### src/rtl/qa_wd_pkg.sv
package qa_wd_pkg;
  localparam int QW  = 8;
  localparam int LW  = 4;
  localparam logic [QW-1:0] ANS_KEY = 8'hA5;
  localparam logic [LW-1:0] LFSR_SEED = 4'h1;

  typedef enum logic {WIN_FIRST = 1'b0, WIN_SECOND = 1'b1} win_e;

  function automatic logic [QW-1:0] qa_expect(input logic [QW-1:0] q, input logic [1:0] idx);
    return (q ^ ANS_KEY) + {{(QW-2){1'b0}}, idx};
  endfunction

  function automatic logic [LW-1:0] lfsr_step(input logic [LW-1:0] s);
    return {s[LW-2:0], s[LW-1] ^ s[LW-2]};
  endfunction
endpackage

### src/rtl/qa_win_timer.sv
module qa_win_timer
  import qa_wd_pkg::*;
#(
  parameter int PERIOD_W = 16
) (
  input  logic                clk,
  input  logic                rst,
  input  logic [PERIOD_W-1:0] period_i,
  input  logic                restart_i,
  output win_e                win_o,
  output logic                last_o
);
  logic [PERIOD_W-1:0] tmr_q;
  logic [PERIOD_W-1:0] half_len;
  logic [PERIOD_W-1:0] half_m1;
  win_e                win_q;

  always_comb begin
    half_len = period_i >> 1;
    half_m1  = (half_len == '0) ? '0 : half_len - 1'b1;
  end

  assign last_o = (tmr_q >= half_m1);
  assign win_o  = win_q;

  always_ff @(posedge clk) begin
    if (rst || restart_i) begin
      tmr_q <= '0;
      win_q <= WIN_FIRST;
    end else if (last_o) begin
      tmr_q <= '0;
      win_q <= (win_q == WIN_FIRST) ? WIN_SECOND : WIN_FIRST;
    end else begin
      tmr_q <= tmr_q + 1'b1;
    end
  end

  // a window does not change before its count runs out
  p_win_hold_r2: assert property (@(posedge clk) disable iff (rst)
    (!restart_i && !last_o) |=> (win_q == $past(win_q)));
endmodule

### src/rtl/qa_ans_seq.sv
module qa_ans_seq
  import qa_wd_pkg::*;
(
  input  logic          clk,
  input  logic          rst,
  input  win_e          win_i,
  input  logic          win_last_i,
  input  logic          restart_i,
  input  logic          ans_wr_i,
  input  logic [QW-1:0] ans_data_i,
  input  logic [QW-1:0] question_i,
  output logic          fresh_o,
  output logic          cycle_end_o,
  output logic          good_o
);
  logic [1:0]    idx_q, idx_n;
  logic          bad_q, bad_n;
  logic [QW-1:0] exp_byte;

  assign fresh_o = (win_i == WIN_FIRST) && (idx_q == 2'd3) && !bad_q;

  always_comb begin
    idx_n       = idx_q;
    bad_n       = bad_q;
    cycle_end_o = 1'b0;
    good_o      = 1'b0;
    exp_byte    = qa_expect(question_i, idx_q);
    if (win_i == WIN_FIRST) begin
      if (ans_wr_i) begin
        if (idx_q != 2'd0 && ans_data_i == exp_byte) idx_n = idx_q - 2'd1;
        else                                         bad_n = 1'b1;
      end
      if (win_last_i && idx_n != 2'd0) bad_n = 1'b1;
    end else begin
      if (ans_wr_i) begin
        cycle_end_o = 1'b1;
        good_o      = (idx_q == 2'd0) && !bad_q && (ans_data_i == exp_byte);
      end else if (win_last_i) begin
        cycle_end_o = 1'b1;
      end
    end
    if (cycle_end_o || restart_i) begin
      idx_n = 2'd3;
      bad_n = 1'b0;
    end
  end

  always_ff @(posedge clk) begin
    if (rst) begin
      idx_q <= 2'd3;
      bad_q <= 1'b0;
    end else begin
      idx_q <= idx_n;
      bad_q <= bad_n;
    end
  end

  // the answer index only steps down by one or reloads to 3
  p_idx_step_r3: assert property (@(posedge clk) disable iff (rst)
    (idx_q != $past(idx_q)) |-> ((idx_q == $past(idx_q) - 2'd1) || (idx_q == 2'd3)));
endmodule

### src/rtl/qa_question_gen.sv
module qa_question_gen
  import qa_wd_pkg::*;
(
  input  logic          clk,
  input  logic          rst,
  input  logic          advance_i,
  output logic [QW-1:0] question_o
);
  logic [LW-1:0] lfsr_q;

  always_ff @(posedge clk) begin
    if (rst)            lfsr_q <= LFSR_SEED;
    else if (advance_i) lfsr_q <= lfsr_step(lfsr_q);
  end

  assign question_o = {{(QW-LW){1'b0}}, lfsr_q};
endmodule

### src/rtl/qa_watchdog.sv
module qa_watchdog
  import qa_wd_pkg::*;
#(
  parameter int PERIOD_W = 16,
  parameter int ERR_W    = 4
) (
  input  logic                clk,
  input  logic                rst,
  input  logic                q_rd_i,
  input  logic                ans_wr_i,
  input  logic [7:0]          ans_data_i,
  input  logic [PERIOD_W-1:0] period_i,
  input  logic [ERR_W-1:0]    err_thresh_i,
  output logic [7:0]          question_o,
  output logic [ERR_W-1:0]    err_cnt_o,
  output logic                fail_o,
  output logic                in_window2_o
);
  win_e             win;
  logic             win_last;
  logic             fresh, cycle_end, good, restart_rd, restart;
  logic [ERR_W-1:0] err_inc;

  assign restart_rd = q_rd_i && !ans_wr_i && fresh;
  assign restart    = restart_rd || cycle_end;

  qa_win_timer #(.PERIOD_W(PERIOD_W)) u_timer (
    .clk(clk), .rst(rst), .period_i(period_i), .restart_i(restart),
    .win_o(win), .last_o(win_last));

  qa_ans_seq u_seq (
    .clk(clk), .rst(rst), .win_i(win), .win_last_i(win_last),
    .restart_i(restart_rd), .ans_wr_i(ans_wr_i), .ans_data_i(ans_data_i),
    .question_i(question_o), .fresh_o(fresh), .cycle_end_o(cycle_end),
    .good_o(good));

  qa_question_gen u_qgen (
    .clk(clk), .rst(rst), .advance_i(good), .question_o(question_o));

  assign err_inc      = (err_cnt_o == '1) ? err_cnt_o : err_cnt_o + 1'b1;
  assign in_window2_o = (win == WIN_SECOND);

  always_ff @(posedge clk) begin
    if (rst) begin
      err_cnt_o <= '0;
      fail_o    <= 1'b0;
    end else if (good) begin
      err_cnt_o <= '0;
    end else if (cycle_end) begin
      err_cnt_o <= err_inc;
      if (err_inc >= err_thresh_i) fail_o <= 1'b1;
    end
  end

  // a failed cycle keeps the question
  p_q_hold_r6: assert property (@(posedge clk) disable iff (rst)
    (cycle_end && !good) |=> $stable(question_o));
  // a good cycle clears errors and changes the question
  p_good_clear_r4: assert property (@(posedge clk) disable iff (rst)
    good |=> (err_cnt_o == '0 && question_o != $past(question_o)));
  // failure is sticky
  p_fail_sticky_r10: assert property (@(posedge clk) disable iff (rst)
    fail_o |=> fail_o);
  // a finished cycle reopens window 1
  p_end_win1_r5: assert property (@(posedge clk) disable iff (rst)
    cycle_end |=> !in_window2_o);
endmodule

### config.mk
export PLATFORM = sky130hd
export DESIGN_NAME = qa_watchdog
export DESIGN_NICKNAME = d
export VERILOG_FILES = /design/src/rtl/qa_wd_pkg.sv /design/src/rtl/qa_win_timer.sv /design/src/rtl/qa_ans_seq.sv /design/src/rtl/qa_question_gen.sv /design/src/rtl/qa_watchdog.sv
export SDC_FILE = /design/constraint.sdc
export NUM_CORES = 1
export LEC_CHECK = 0
export BUFFER_PORTS_ARGS = -buffer_cell sky130_fd_sc_hd__clkbuf_2
export CORE_MARGIN = 2
export CORE_UTILIZATION = 25
export CTS_CLUSTER_SIZE = 16
export DETAILED_ROUTE_END_ITERATION = 6
export GPL_ROUTABILITY_DRIVEN = 0
export PLACE_DENSITY = 0.48
export RECOVER_POWER = 25
export REMOVE_ABC_BUFFERS = 1
export SLEW_MARGIN = 20
export SYNTH_ARGS = -nofsm -noshare
export SYNTH_HDL_FRONTEND = slang
export SYNTH_SLANG_ARGS = --single-unit
### constraint.sdc
create_clock -name clk -period 4.86 [get_ports clk]
set_input_delay 0.972 -clock clk [delete_from_list [all_inputs] [get_ports clk]]
set_output_delay 0.972 -clock clk [all_outputs]
set_load 0.005 [all_outputs]
==> results of run 1 <==
-- cells by family (layout without fill, tap and decap cells) --
group	count (synthesis)	in the layout	share of synthesized area
mux	6	6	0.0263
fa+ha+maj	30	30	0.161
simple gates	125	125	0.257
compound gates	39	39	0.124
buf+inv	30	69	0.0632
flops	29	29	0.244
xor+xnor	33	33	0.122
other cells	1	4	0.00158
-- state kept, by name (all words and copies together) (netlist names) --
name	cells
err_cnt_o	4
fail_o	1
u_qgen.lfsr_q	4
u_seq.bad_q	1
u_seq.idx_q	2
u_timer.tmr_q	16
u_timer.win_o	1
-- layout make-up --
cell class | instances | area [µm²]
fillers | 1027 | 6490
multi-input cells | 237 | 1660
flip-flops and latches | 29 | 581
repair buffers | 40 | 193
well taps | 129 | 161
inverters | 21 | 78.8
clock buffers | 6 | 72.6
clock inverters | 2 | 10.0
-- synth_stat cells, types with 2 or more instances --
| cell | n | area [µm²] |
|---|---|---|
| nor2b_1 | 2 | 12.5 |
| nor4_1 | 3 | 18.8 |
| a211oi_1 | 2 | 15.0 |
| o211ai_1 | 2 | 15.0 |
| xor2_1 | 18 | 158 |
| ha_1 | 29 | 363 |
| o41ai_1 | 3 | 26.3 |
| mux2_2 | 2 | 22.5 |
| nand3_1 | 10 | 50.1 |
| a21o_1 | 3 | 22.5 |
| mux2i_1 | 4 | 40.0 |
| buf_4 | 4 | 30.0 |
| xnor2_1 | 15 | 131 |
| nand2b_1 | 2 | 12.5 |
| nor2_1 | 42 | 158 |
| or4_4 | 3 | 33.8 |
| a21oi_1 | 11 | 55.1 |
| a31oi_1 | 2 | 12.5 |
| nand2_1 | 35 | 131 |
| dfxtp_1 | 29 | 581 |
| a31o_2 | 2 | 17.5 |
| and3_1 | 2 | 12.5 |
| o21ai_0 | 4 | 20.0 |
| nor3_1 | 10 | 50.1 |
| clkbuf_1 | 2 | 7.51 |
| inv_1 | 21 | 78.8 |
| buf_6 | 3 | 33.8 |
| nand4_1 | 5 | 31.3 |
-- layout by cell type (no fill, tap or decap), types with 3 or more instances in the layout --
cell type | Yosys | final
a21o_1 | 3 | 3
a21oi_1 | 11 | 11
clkbuf_1 | 2 | 7
clkbuf_2 | 0 | 34
clkbuf_8 | 0 | 5
conb_1 | 1 | 4
dfxtp_1 | 29 | 29
ha_1 | 29 | 29
inv_1 | 21 | 21
mux2i_1 | 4 | 4
nand2_1 | 35 | 35
nand3_1 | 10 | 10
nand4_1 | 5 | 5
nor2_1 | 42 | 42
nor3_1 | 10 | 10
nor4_1 | 3 | 3
o21ai_0 | 4 | 4
o41ai_1 | 3 | 3
or4_4 | 3 | 3
xnor2_1 | 15 | 15
xor2_1 | 18 | 18
-- worst register-to-register path, delay by kind of cell, from the launching register on --
family	cells	cell delay [ps]
compound gates	1	180
xor+xnor	1	140
fa+ha+maj	2	710
buf+inv	1	60
flops	1	440
simple gates	4	1200
-- power groups by stage --
| stage | sequential (mW) | combinational, mW | clock (mW) |
|---|---|---|---|
| after floorplan | 0.249 | 0.0433 | 0 |
| after global placement | 0.250 | 0.0689 | 0 |
| after detailed placement | 0.250 | 0.0707 | 0 |
| after CTS | 0.245 | 0.0707 | 0.198 |
| after global routing | 0.245 | 0.0805 | 0.210 |
| final | 0.245 | 0.0695 | 0.189 |
-- layer usage --
layer  global-route usage  share of wire
met5                    0              0
met1                0.138           0.52
met2                0.164           0.43
met3               0.0193          0.047
met4               0.0374         0.0026
-- metrics by stage --
stage               utilization  cell area [µm²]
CTS                       0.299             2760
global placement          0.290             2680
detailed placement        0.290             2680
finish                    0.298             2750
floorplan                     -             2310
global route              0.298             2750
-- worst max-delay path by stage --
stage / start / end / slack, ps / cells after the start
after CTS: period_i[10] / u_timer.tmr_q[14]$_SDFF_PP0_ / 520 / 13
after detailed placement: period_i[10] / u_timer.tmr_q[6]$_SDFF_PP0_ / 230 / 13
final: period_i[10] / u_timer.tmr_q[14]$_SDFF_PP0_ / 580 / 13
after global routing: period_i[5] / u_timer.tmr_q[14]$_SDFF_PP0_ / 160 / 14
after floorplan: period_i[10] / u_timer.tmr_q[10]$_SDFF_PP0_ / 840 / 12
after global placement: period_i[10] / u_timer.tmr_q[15]$_SDFF_PP0_ / 290 / 13
==> qor.yml, run 1 <==
wl_mm: 4.93
stdcell_count: 464
row_count: 35
power.switching_mw: 0.132
route.detailed.drc: 0
cts_root_buf: "clkbuf_8"
post_cts.repair.setup_buffers: 0
path_buf_inv: 1
pre_cts_ws_ps: 235
skew_ps: 4.77
tns_ps: 0
fin_nets: 396
setup_slack_ps: 581
die_y_um: 101
min_period_over_period: 0.880
r2r_slack_ps: 2030
crit_slowest_cell: "or3b_1"
worst_hold_slack_ps: 495
start_util: 0.257
tritoncts: "yes"
setup_violations: 0
overflow: 0
period_needed_ps: 4280
wl_per_cell_um: 10.6
synthDistinctLibCells: 51
worstPathCellList: "clkbuf_2 -> or4_4 -> or4_4 -> nor2_4 -> nand3_4 -> nand4_1 -> ha_1 -> a21oi_1 -> o21ai_0 -> nor3_1 -> a21oi_2 -> or3b_1 -> nor2_1"
seq_area_frac_synth: 0.244
worst_setup_path_start_kind: "primary input"
clockBufferDepth: 2
ant_nets: 0
numCtsBuffers: 5
cts_resized: 0
rsz0062_at_grt: "no"
reg2reg_from: "u_seq.idx_q[0]$_SDFFE_PP1N_"
hold_viol_final: 0
antenna_found_initial: 0
synthCells: 293
min_path_cells: 2
grt_util_all_layers: 0.103
fmax_ghz: 0.234
clock_latency_ps: 270
critical_path.top_delay_family: "simple AND/OR/NAND/NOR gates"
avgSynthCellArea_um2: 8.11
min_from: "fail_o$_SDFFE_PP0P_"
hpwl_mm: 4.14
critPathArrivalTime_ps: 4480
r2r_cells: 9
drv_cap: 0
slowest_delay_ps: 630
crit_top_cell: "or4_4"
outcome: "finished, final reports clean"
hold_end: "fail_o$_SDFFE_PP0P_"
layout-drive-gt1-share: 0.167
htreeDepth: 2
grt_pass1_wl_mm: 8.60
r2r_end: "u_qgen.lfsr_q[3]$_SDFFE_PP0P_"
slew_headroom: 0.543
combPwrFrac: 0.138
maxSlewViolCount: 0
die_x_um: 101
p_int_mw: 0.371
clock-sinks: 29
power-per-cell-area_nw_per_um2: 183
via_per_inst: 4.32
sw_frac_of_total: 0.263
portBuffers: 40
grt_pass1_vias: 1894
placedCellCount: 456
worst_pin_slew_ps: 677
cts_hold_buffers: 0
vdd_drop_max_v: 0.0000782
cp.required_ps: 5060
ys_warn_count: 0
pwr-share-clk: 0.375
worst-path-max-fanout: 16
critical_path_class: "in -> reg"
synth_edf_count: 0
drtIter0Drc: 43
end_kind: "register"
p_leak_nw: 1.23
firstDrtPassIters: 4
area_growth_pct: 15.9
grt_max_degree: 17
core_area_um2: 9240
worstHoldPathType: "reg -> reg"
fp.dieArea_um2: 10300
antenna_cells: 0
clk_pin_slew_ps: 60
syn_area_um2: 2370
synthArstFlopShare: 0
ys_ff_latch: 29
ios: 46
p_seq_frac: 0.487
via_count: 2005
synth_ff_type: "dfxtp_1"
total_power_mw: 0.503
Note: power is estimated with default switching activity, not from simulation.
==> run 2: changes to the inputs <==
--- a/config.mk
+++ b/config.mk
@@ -6,7 +6,7 @@
 export NUM_CORES = 1
 export LEC_CHECK = 0
 export BUFFER_PORTS_ARGS = -buffer_cell sky130_fd_sc_hd__clkbuf_2
-export CORE_MARGIN = 2
+export CORE_MARGIN = 5
 export CORE_UTILIZATION = 25
 export CTS_CLUSTER_SIZE = 16
 export DETAILED_ROUTE_END_ITERATION = 6
==> qor.yml, run 2 (synthesis gave the netlist of run 1 again) <==
outcome: "finished, final reports clean"
r2r_cells: 9  # unchanged
core_area_um2: 9240  # unchanged
rsz0062_at_grt: "no"
multi_input_area_um2: 1660  # unchanged
power-per-cell-area_nw_per_um2: 206  # +13%
ant_nets: 0  # unchanged
start_util: 0.257  # unchanged
reg2reg_from: "u_seq.idx_q[0]$_SDFFE_PP1N_"
skew_ps: 5.58  # +0.810 ps
layout-drive-gt1-share: 0.164  # -0.00299
min_period_over_period: 0.882  # +0.00196
cts_resized: 0  # unchanged
grt_pass1_wl_mm: 8.47  # -1.4%
layout_commonest_cell: "nor2_1"
min_path_cells: 2  # unchanged
row_count: 35  # unchanged
clock-sinks: 29  # unchanged
tritoncts: "yes"
worst_setup_path_start_kind: "primary input"
grt_pass1_vias: 1903  # +0.48%
maxSlewViolCount: 0  # unchanged
largest_reg_flops: 16  # unchanged
antenna_cells: 0  # unchanged
die_y_um: 107  # +5.9%
cts_hold_buffers: 0  # unchanged
regArea_um2: 581  # unchanged
hold_viol_final: 0  # unchanged
critPathArrivalTime_ps: 4500  # +20 ps
drv_cap: 0  # unchanged
clk_pin_slew_ps: 60  # about the same
reg.largest.list: "u_timer.tmr_q x16, err_cnt_o x4, u_qgen.lfsr_q x4"
hold_end: "fail_o$_SDFFE_PP0P_"
tns_ps: 0  # unchanged
ios: 46  # unchanged
worstHoldPathType: "reg -> reg"
post_cts.repair.setup_buffers: 0  # unchanged
drtIter0Drc: 113  # +160%
top_register: "u_timer.tmr_q"
worst-path-max-fanout: 16  # unchanged
numCtsBuffers: 5  # unchanged
firstDrtPassIters: 4  # unchanged
die_x_um: 107  # +5.9%
worst_hold_slack_ps: 487  # -7.42 ps
htreeDepth: 2  # unchanged
cp.required_ps: 5070  # about the same
clock_latency_ps: 280  # about the same
worst_pin_slew_ps: 773  # +95.9 ps
wl_per_cell_um: 10.8  # +1.5%
grt_util_all_layers: 0.0900  # -0.0127
vdd_drop_max_v: 0.0000816  # +4.3%
overflow: 0  # unchanged
portBuffers: 40  # unchanged
period_needed_ps: 4290  # +9.52 ps
min_from: "fail_o$_SDFFE_PP0P_"
end_kind: "register"
via_per_inst: 4.36  # +0.85%
fp.dieArea_um2: 11500  # +12%
cts_root_buf: "clkbuf_8"
fmax_ghz: 0.233  # -0.22%
area_growth_pct: 17.2
final_cell_mix: "nor2_1, nand2_1, clkbuf_2, ha_1, dfxtp_1"
r2r_slack_ps: 2070  # +40 ps
hpwl_mm: 4.16  # +0.42%
fillers: 1002  # -2.4%
r2r_end: "err_cnt_o[0]$_SDFFE_PP0P_"
grt_max_degree: 17  # unchanged
antenna_found_initial: 0  # unchanged
setup_violations: 0  # unchanged
wl_mm: 5.00  # +1.5%
fin_nets: 396  # unchanged
p_leak_nw: 1.24  # +0.82%
slew_headroom: 0.478  # -0.0648
route.detailed.drc: 0  # unchanged
via_count: 2022  # +0.85%
clockBufferDepth: 2  # unchanged
critical_path_class: "in -> reg"
==> run 2: changes by cell type in the layout (fill, tap and decap cells not counted), sizes merged <==
cell / before / now
clkinv: 2 / 0
clkbuf: 46 / 47
bufinv: 0 / 1
==> run 2: worst max path at each step <==
| stage | endpoint | depth (start not counted) | slack, ps | from |
|---|---|---|---|---|
| final | u_timer.tmr_q[7]$_SDFF_PP0_ | 13 | 570 | period_i[10] |
| after global routing | u_timer.tmr_q[7]$_SDFF_PP0_ | 13 | 300 | period_i[10] |
| after CTS | u_timer.tmr_q[15]$_SDFF_PP0_ | 13 | 530 | period_i[10] |
| after detailed placement | u_timer.tmr_q[8]$_SDFF_PP0_ | 13 | 230 | period_i[10] |
| after global placement | u_timer.tmr_q[15]$_SDFF_PP0_ | 13 | 250 | period_i[10] |
| after floorplan | u_timer.tmr_q[10]$_SDFF_PP0_ | 12 | 840 | period_i[10] |
==> run 2: worst max-delay path: stages <==
cell	delay, ps
clkbuf_2	110
or4_4	550
or4_4	460
nor2_4	150
nand3_4	170
nand4_1	170
ha_1	250
a21oi_1	120
o21ai_0	180
nor3_1	410
a21oi_2	150
or3b_1	620
nor2_1	180
==> run 2: through the flow <==
stage | area, µm² | worst slack (ps) | util | power (mW) | instances
final | 2780 | 572 | 0.301 | 0.573 | 464
after floorplan | 2310 | 844 | - | 0.292 | 287
after detailed placement | 2680 | 234 | 0.290 | 0.320 | 456
after global placement | 2680 | 253 | 0.290 | 0.319 | 456
after global routing | 2780 | 298 | 0.301 | 0.601 | 464
after CTS | 2790 | 526 | 0.302 | 0.582 | 464
==> run 2: final cells by class <==
class / count / area share
multi-input cells: 237 / 0.595
well taps: 129 / 0.0580
clock buffers: 7 / 0.0310
inverters: 21 / 0.0283
flip-flops and latches: 29 / 0.209
clock inverters: 1 / 0.0108
repair buffers: 40 / 0.0688
==> run 2: routing by layer <==
| metal | vias to the layer above | wire length [µm] | GRT usage |
|---|---|---|---|
| met5 | - | 0 | 0 |
| li1 | 1081 | - | - |
| met3 | 8 | 361 | 0.0216 |
| met2 | 61 | 2020 | 0.137 |
| met4 | 0 | 53 | 0.0397 |
| met1 | 872 | 2570 | 0.121 |
==> run 2: report_power, final <==
group | internal, mW | switching [mW]
sequential | 0.241 | 0.00407
combinational | 0.0310 | 0.0387
clock | 0.167 | 0.0914
total | 0.439 | 0.134
